### src/rtl/fpadd_pkg.sv
package fpadd_pkg;
  localparam int EXP_W  = 8;
  localparam int FRAC_W = 23;
  localparam int WORD_W = 1 + EXP_W + FRAC_W;
  localparam int SIG_W  = FRAC_W + 1;
  localparam int XTR_W  = 3;               // guard, round, one extra exact bit
  localparam int ALN_W  = SIG_W + XTR_W;   // exact part of aligned operand
  localparam int EXT_W  = ALN_W + 1;       // plus sticky
  localparam int LZ_W   = $clog2(EXT_W + 1);
endpackage

### src/rtl/fpadd_lzc.sv
module fpadd_lzc #(
  parameter int W    = 28,
  parameter int CNT_W = 5
) (
  input  logic [W-1:0]     v_i,
  output logic [CNT_W-1:0] cnt_o
);
  always_comb begin
    cnt_o = CNT_W'(W);
    for (int i = 0; i < W; i++) begin
      if (v_i[i]) cnt_o = CNT_W'(W - 1 - i);
    end
  end
endmodule

### src/rtl/fpadd_align.sv
module fpadd_align
  import fpadd_pkg::*;
(
  input  logic [WORD_W-1:0] a_i,
  input  logic [WORD_W-1:0] b_i,
  input  logic              sub_i,
  output logic              sign_o,
  output logic [EXP_W-1:0]  exp_o,
  output logic              eff_sub_o,
  output logic [EXT_W-1:0]  big_o,
  output logic [EXT_W-1:0]  small_o
);
  logic                sgn_a, sgn_b, a_big;
  logic [WORD_W-2:0]   mag_l, mag_s;
  logic [EXP_W-1:0]    e_s, gap;
  logic [SIG_W-1:0]    m_l, m_s;
  logic [2*ALN_W-1:0]  wide;
  logic [ALN_W-1:0]    kept;
  logic                lost;

  assign sgn_a     = a_i[WORD_W-1];
  assign sgn_b     = b_i[WORD_W-1] ^ sub_i;
  assign a_big     = a_i[WORD_W-2:0] >= b_i[WORD_W-2:0];
  assign mag_l     = a_big ? a_i[WORD_W-2:0] : b_i[WORD_W-2:0];
  assign mag_s     = a_big ? b_i[WORD_W-2:0] : a_i[WORD_W-2:0];
  assign exp_o     = mag_l[WORD_W-2:FRAC_W];
  assign e_s       = mag_s[WORD_W-2:FRAC_W];
  assign m_l       = {1'b1, mag_l[FRAC_W-1:0]};
  assign m_s       = {1'b1, mag_s[FRAC_W-1:0]};
  assign gap       = exp_o - e_s;
  assign sign_o    = a_big ? sgn_a : sgn_b;
  assign eff_sub_o = sgn_a ^ sgn_b;

  always_comb begin
    wide = {m_s, {XTR_W{1'b0}}, {ALN_W{1'b0}}} >> gap;
    kept = wide[2*ALN_W-1:ALN_W];
    lost = |wide[ALN_W-1:0];
    if (gap >= EXP_W'(ALN_W)) begin
      kept = '0;
      lost = 1'b1;
    end
  end

  assign big_o   = {m_l, {(XTR_W+1){1'b0}}};
  assign small_o = {kept, lost};
endmodule

### src/rtl/fpadd_addsub.sv
module fpadd_addsub
  import fpadd_pkg::*;
(
  input  logic             eff_sub_i,
  input  logic [EXT_W-1:0] big_i,
  input  logic [EXT_W-1:0] small_i,
  output logic [EXT_W:0]   res_o
);
  // sticky taken as one LSB gives the exact borrow above it
  assign res_o = eff_sub_i ? ({1'b0, big_i} - {1'b0, small_i})
                           : ({1'b0, big_i} + {1'b0, small_i});
endmodule

### src/rtl/fpadd_norm.sv
module fpadd_norm
  import fpadd_pkg::*;
(
  input  logic [EXT_W:0]   res_i,
  input  logic [EXP_W-1:0] exp_i,
  output logic             zero_o,
  output logic [EXP_W-1:0] exp_o,
  output logic [SIG_W-1:0] sig_o,
  output logic             guard_o,
  output logic             round_o,
  output logic             sticky_o
);
  logic [LZ_W-1:0]    lz;
  logic [EXT_W-1:0]   sh;
  logic [EXP_W+1:0]   e;

  fpadd_lzc #(.W(EXT_W), .CNT_W(LZ_W)) u_lzc (
    .v_i   (res_i[EXT_W-1:0]),
    .cnt_o (lz)
  );

  assign zero_o = (res_i == '0);

  always_comb begin
    if (res_i[EXT_W]) begin
      sh = {res_i[EXT_W:2], res_i[1] | res_i[0]};
      e  = {2'b00, exp_i} + 1'b1;
    end else begin
      sh    = res_i[EXT_W-1:0] << lz;
      sh[0] = sh[0] | res_i[0];
      e     = {2'b00, exp_i} - {{(EXP_W+2-LZ_W){1'b0}}, lz};
    end
  end

  assign exp_o    = zero_o ? '0 : e[EXP_W-1:0];
  assign sig_o    = zero_o ? '0 : sh[EXT_W-1:XTR_W+1];
  assign guard_o  = ~zero_o & sh[XTR_W];
  assign round_o  = ~zero_o & sh[XTR_W-1];
  assign sticky_o = ~zero_o & (|sh[XTR_W-2:0]);
endmodule

### src/rtl/fpadd_core.sv
module fpadd_core
  import fpadd_pkg::*;
(
  input  logic              clk_i,
  input  logic              rst_ni,
  input  logic              valid_i,
  input  logic [WORD_W-1:0] a_i,
  input  logic [WORD_W-1:0] b_i,
  input  logic              sub_i,
  output logic              valid_o,
  output logic              sign_o,
  output logic [EXP_W-1:0]  exp_o,
  output logic [SIG_W-1:0]  sig_o,
  output logic              guard_o,
  output logic              round_o,
  output logic              sticky_o
);
  logic             al_sign, al_sub;
  logic [EXP_W-1:0] al_exp;
  logic [EXT_W-1:0] al_big, al_small;
  logic [EXT_W:0]   as_res;
  logic             n_zero, n_g, n_r, n_s;
  logic [EXP_W-1:0] n_exp;
  logic [SIG_W-1:0] n_sig;

  fpadd_align u_align (
    .a_i       (a_i),
    .b_i       (b_i),
    .sub_i     (sub_i),
    .sign_o    (al_sign),
    .exp_o     (al_exp),
    .eff_sub_o (al_sub),
    .big_o     (al_big),
    .small_o   (al_small)
  );

  fpadd_addsub u_addsub (
    .eff_sub_i (al_sub),
    .big_i     (al_big),
    .small_i   (al_small),
    .res_o     (as_res)
  );

  fpadd_norm u_norm (
    .res_i    (as_res),
    .exp_i    (al_exp),
    .zero_o   (n_zero),
    .exp_o    (n_exp),
    .sig_o    (n_sig),
    .guard_o  (n_g),
    .round_o  (n_r),
    .sticky_o (n_s)
  );

  always_ff @(posedge clk_i or negedge rst_ni) begin
    if (!rst_ni) begin
      valid_o  <= 1'b0;
      sign_o   <= 1'b0;
      exp_o    <= '0;
      sig_o    <= '0;
      guard_o  <= 1'b0;
      round_o  <= 1'b0;
      sticky_o <= 1'b0;
    end else begin
      valid_o <= valid_i;
      if (valid_i) begin
        sign_o   <= al_sign & ~n_zero;
        exp_o    <= n_exp;
        sig_o    <= n_sig;
        guard_o  <= n_g;
        round_o  <= n_r;
        sticky_o <= n_s;
      end
    end
  end
endmodule

### config.mk
export PLATFORM = sky130hd
export DESIGN_NAME = fpadd_core
export DESIGN_NICKNAME = d
export VERILOG_FILES = /design/src/rtl/fpadd_pkg.sv /design/src/rtl/fpadd_lzc.sv /design/src/rtl/fpadd_align.sv /design/src/rtl/fpadd_addsub.sv /design/src/rtl/fpadd_norm.sv /design/src/rtl/fpadd_core.sv
export SDC_FILE = /design/constraint.sdc
export NUM_CORES = 1
export LEC_CHECK = 0
export BUFFER_PORTS_ARGS = -buffer_cell sky130_fd_sc_hd__buf_2
export CORE_ASPECT_RATIO = 1.25
export CORE_UTILIZATION = 50
export CTS_BUF_LIST = sky130_fd_sc_hd__clkbuf_4 sky130_fd_sc_hd__clkbuf_8
export CTS_CLUSTER_DIAMETER = 60
export DETAILED_ROUTE_END_ITERATION = 8
export PLACE_DENSITY = 0.73
export SYNTH_ARGS = -nofsm -noshare
export SYNTH_HDL_FRONTEND = slang
export SYNTH_SLANG_ARGS = --single-unit
### constraint.sdc
create_clock -name clk_i -period 2.5 [get_ports clk_i]
set_input_delay 0.125 -clock clk_i [delete_from_list [all_inputs] [get_ports clk_i]]
set_output_delay 0.125 -clock clk_i [all_outputs]
set_load 0.005 [all_outputs]
==> results of run 1 <==
-- cells by family after synthesis --
family          synth area share
compound gates             0.367
xor+xnor                  0.0327
fa+ha+maj                 0.0954
buf+inv                   0.0812
flops                     0.0774
mux                        0.112
simple gates               0.234
-- repair_timing --
item / 4_1_cts
endpoints found under the hold margin: 37
hold buffers: 1
gates cloned: 2
resized for setup: 285
endpoints found under the setup margin: 36
buffers inserted: 85
pin swaps: 136
-- metrics by stage --
step / utilization / setup WS [ns]
after CTS: 0.853 / -6.14
after detailed placement: 0.759 / -7.35
after global placement: 0.759 / -7.01
after floorplan: - / -7.17
-- per-layer routing --
| metal | GRT overflow | global-route usage |
|---|---|---|
| met5 | 0 | 0 |
| met4 | 11 | 0.715 |
| met3 | 0 | 0.354 |
| met2 | 9 | 0.920 |
| met1 | 0 | 0.618 |
==> flow_metrics.py, run 1 <==
metrics = {
    "run_status": {
        "status": "aborted with a tool error",
        "stop_stage": "global routing",
        "stop_error": "[ERROR GRT-0116] Global routing finished with congestion. Check the congestion regions in the DRC Viewer.",
    },
    "logic_synthesis": {
        "ys_warn_count": 0,
        "ys_seq_area_frac": 0.0774,
        "syn-cell-area_mm2": 0.0120,
        "ys_types": 110,
        "synth.area.top_cells": "ha_1 (9.2%), dfrtp_1 (7.7%), mux2i_1 (7.7%), o21ai_0 (6.2%), a21oi_1 (5.8%)",
        "yosys-top-cells-count": "nand2_1 (162), nor2_1 (156), o21ai_0 (148)",
        "ys_ff_latch": 37,
        "syn_inst": 1733,
        "synthArstFlopShare": 1.00,
        "avgSynthCellArea_um2": 6.90,
        "synth-edff-count": 0,
        "yosys.area.top_type_share": 0.0920,
        "synth_area_leader_cell": "ha_1",
        "syn-num-nets": 1891,
        "synth_top_flop_cell": "dfrtp_1",
        "synth_most_common_cell": "nand2_1",
    },
    "clock_network": {
        "cts.sinks": 37,
        "cts_max_level": 2,
        "cts-root-buf": "clkbuf_8",
        "clock_path_buffers": 2,
        "numCtsBuffers": 5,
    },
    "place": {
        "gp_congestion": 1.10,
        "place_area_mm2": 0.0176,
        "hpwl_um": 48800,
        "numPortBuffers": 104,
        "dp_cells": 2649,
    },
    "floorplanning": {
        "initial_core_util": 0.516,
        "ios": 105,
        "die_height_um": 175,
        "rows": 62,
        "fp.dieW_um": 140,
    },
    "global_route": {
        "grt_usage": 0.641,
        "grt_pass1_vias": 20700,
        "grt-ovfl-total": 20,
        "grt_first_pass_wirelength_um": 120000,
        "grt_max_degree": 58,
    },
}
==> run 2, diff against run 1 <==
--- a/config.mk
+++ b/config.mk
@@ -6,12 +6,9 @@
 export NUM_CORES = 1
 export LEC_CHECK = 0
 export BUFFER_PORTS_ARGS = -buffer_cell sky130_fd_sc_hd__buf_2
-export CORE_ASPECT_RATIO = 1.25
-export CORE_UTILIZATION = 50
-export CTS_BUF_LIST = sky130_fd_sc_hd__clkbuf_4 sky130_fd_sc_hd__clkbuf_8
-export CTS_CLUSTER_DIAMETER = 60
+export CORE_UTILIZATION = 35
 export DETAILED_ROUTE_END_ITERATION = 8
-export PLACE_DENSITY = 0.73
+export PLACE_DENSITY_LB_ADDON = 0.15
 export SYNTH_ARGS = -nofsm -noshare
 export SYNTH_HDL_FRONTEND = slang
 export SYNTH_SLANG_ARGS = --single-unit
==> flow_metrics.py, run 2 <==
metrics = {
    "logic_synthesis": {
        "synth_most_common_cell": "nand2_1",
        "synthArstFlopShare": 1.00,
        "synth-edff-count": 0,
        "syn-cell-area_mm2": 0.0120,
        "avgSynthCellArea_um2": 6.90,
        "ys_types": 110,
        "ys_warn_count": 0,
        "synth_area_leader_cell": "ha_1",
        "yosys-top-cells-count": "nand2_1 (162), nor2_1 (156), o21ai_0 (148)",
        "ys_ff_latch": 37,
        "synth_top_flop_cell": "dfrtp_1",
        "ys_seq_area_frac": 0.0774,
        "syn_inst": 1733,
        "yosys.area.top_type_share": 0.0920,
        "syn-num-nets": 1891,
        "synth.area.top_cells": "ha_1 (9.2%), dfrtp_1 (7.7%), mux2i_1 (7.7%), o21ai_0 (6.2%), a21oi_1 (5.8%)",
    },
    "layout": {
        "final_nets": 2627,
        "largest_register_ff_count": 24,
        "drive_gt1_frac": 0.492,
        "final_core_util": 0.620,
        "instances_no_fill": 2918,
        "top_regs": "sig_o (24), exp_o (8)",
        "final_common_cell": "buf_4",
        "top_register": "sig_o",
        "syn_to_final_growth_pct": 74.2,
        "final_cell_mix": "buf_4 (677), nand2_1 (158), nor2_1 (142), o21ai_0 (116), a21oi_1 (98)",
        "final_area_mm2": 0.0208,
        "diodes": 0,
    },
    "floorplanning": {
        "die_height_um": 187,
        "ios": 105,
        "coreArea_mm2": 0.0336,
        "fp.dieW_um": 187,
        "rows": 67,
        "initial_core_util": 0.356,
        "dieArea_mm2": 0.0349,
    },
    "global_route": {
        "grt_max_degree": 58,
        "grt_usage": 0.340,
        "grt_pass1_vias": 16700,
        "grt-ovfl-total": 0,
        "antenna_found_initial": 0,
        "grt_first_pass_wirelength_um": 94000,
    },
    "hold_path": {
        "hold_class": "in -> reg",
    },
    "clock_network": {
        "numCtsBuffers": 5,
        "clock_latency_ns": 0.29,
        "cts.sinks": 37,
        "cts_tree": "done",
        "path_clk_slew_ns": 0.06,
        "clock_path_buffers": 2,
        "cts-root-buf": "clkbuf_16",
        "cts_max_level": 2,
    },
    "drt": {
        "vias": 16900,
        "post_drt_wl_per_cell_um": 21.0,
        "wirelength_um": 61400,
        "drc": 0,
        "vias_per_cell": 5.80,
        "dr.first_iter.drc_count": 1788,
        "firstDrtPassIters": 6,
        "ant_nets": 0,
    },
    "timing": {
        "layout_min_cycle_time_ns": 8.95,
        "drv_slew": 0,
        "tns_ns": -218.16,
        "rsz0062_at_grt": "yes",
        "max_freq_ghz": 0.112,
        "max_slew_margin": 0.421,
        "period_share": 3.58,
        "hold_violations": 0,
        "worst_pin_slew_ns": 0.859,
        "layout_setup_ws_ns": -6.45,
        "setup_viol": 36,
        "finClkSkew_ns": 0,
    },
    "power": {
        "leakagePower_uw": 0.00946,
        "power.density_mw_per_mm2": 636,
        "vdd.ir_drop.worst_mv": 0.358,
    },
    "place": {
        "place_area_mm2": 0.0180,
        "numPortBuffers": 104,
        "dp_cells": 2832,
        "dpl_worst_slack_ns": -7.45,
        "hpwl_um": 49500,
        "gp_congestion": 1.01,
    },
    "critical_path": {
        "crit_type": "in -> reg",
        "crit_path_end_kind": "flip-flop",
        "worstSetupStartpointType": "primary input",
        "crit_slowest_cell": "a2111oi_4",
        "crit_fanout": 7,
        "critPathRequiredTime_ns": 2.68,
        "cpPeakStageDelay_ns": 0.44,
        "critical_path_arrival_ns": 9.13,
    },
    "run_status": {
        "failed_checks": "setup timing",
        "status": "finished with violations",
    },
    "run": {
        "maxCapViolCount": 0,
    },
}
==> run 2: stage by stage <==
step                hold slack (ns)  power (uW)
global route                  0.266       14000
global placement              0.250       10400
finish                        0.258       13300
detailed placement            0.271       10400
floorplan                    -0.171        5660
CTS                           0.247       12500
==> run 2: what timing repair did <==
action | CTS | global route
gates resized for setup | 275 | 141
setup buffers | 57 | 26
cloned | 4 | 0
endpoints found under the setup margin | 36 | 36
hold buffers | 1 | 0
hold endpoints to repair | 37 | 0
pin swaps | 90 | 51
==> run 2: cell families (layout without fill, tap and decap cells) <==
family,Yosys count,in the layout,synth area share
compound gates,640,640,0.367
xor+xnor,43,43,0.0327
flops,37,37,0.0774
buf+inv,226,963,0.0812
simple gates,575,575,0.234
mux,122,122,0.112
fa+ha+maj,90,90,0.0954
==> run 2: metal layers <==
metal  GRT usage  wire length [um]  share of wire  vias up
met4       0.141              2880          0.047        0
met3      0.0287              3450          0.056      171
li1            -                 -              -     7994
met1       0.432             25700           0.42     8054
met5           0                 0              0        -
met2       0.590             29300           0.48      711
==> run 2: power by group <==
part	leakage [uW]	total (uW)	internal (uW)	switching (uW)
sequential	0.000440	935	806	129
combinational	0.00894	11600	5720	5870
clock	0.0000800	744	472	271
==> run 2: cell type report <==
type	count	area (um2)
clock inverter	3	46.3
clock buffer	5	125
multi-input combinational	1470	12100
fill	3005	12800
timing repair buffer	848	6680
tap	448	561
inverter	107	434
sequential	37	926
==> run 2: worst max-delay path, delay by kind of cell <==
kind                       cells  cell delay [ns]
AOI/OAI and AO/OA             23             3.66
xor gates and xnor gates       3             0.46
adders and majority gates      5             1.11
buffers and inverters         13             1.26
muxes                          3             0.59
and+or+nand+nor               13             1.87
==> run 2: final timing paths <==
kind | start | to | slack, ns | cells past startpoint
setup / recovery | b_i[10] | exp_o[7]$_DFFE_PN0P_ | -6.45 | 60
hold / removal | valid_i | valid_o$_DFF_PN0_ | 0.26 | 2
setup reg to reg | sig_o[11]$_DFFE_PN0P_ | sig_o[11]$_DFFE_PN0P_ | 1.49 | 3
hold reg to reg | sign_o$_DFFE_PN0P_ | sign_o$_DFFE_PN0P_ | 0.49 | 1
max in group asynchronous | rst_ni | sig_o[0]$_DFFE_PN0P_ | 1.50 | 2
min in group asynchronous | rst_ni | sig_o[21]$_DFFE_PN0P_ | 0.48 | 2
(Power assumes the default switching activity.)
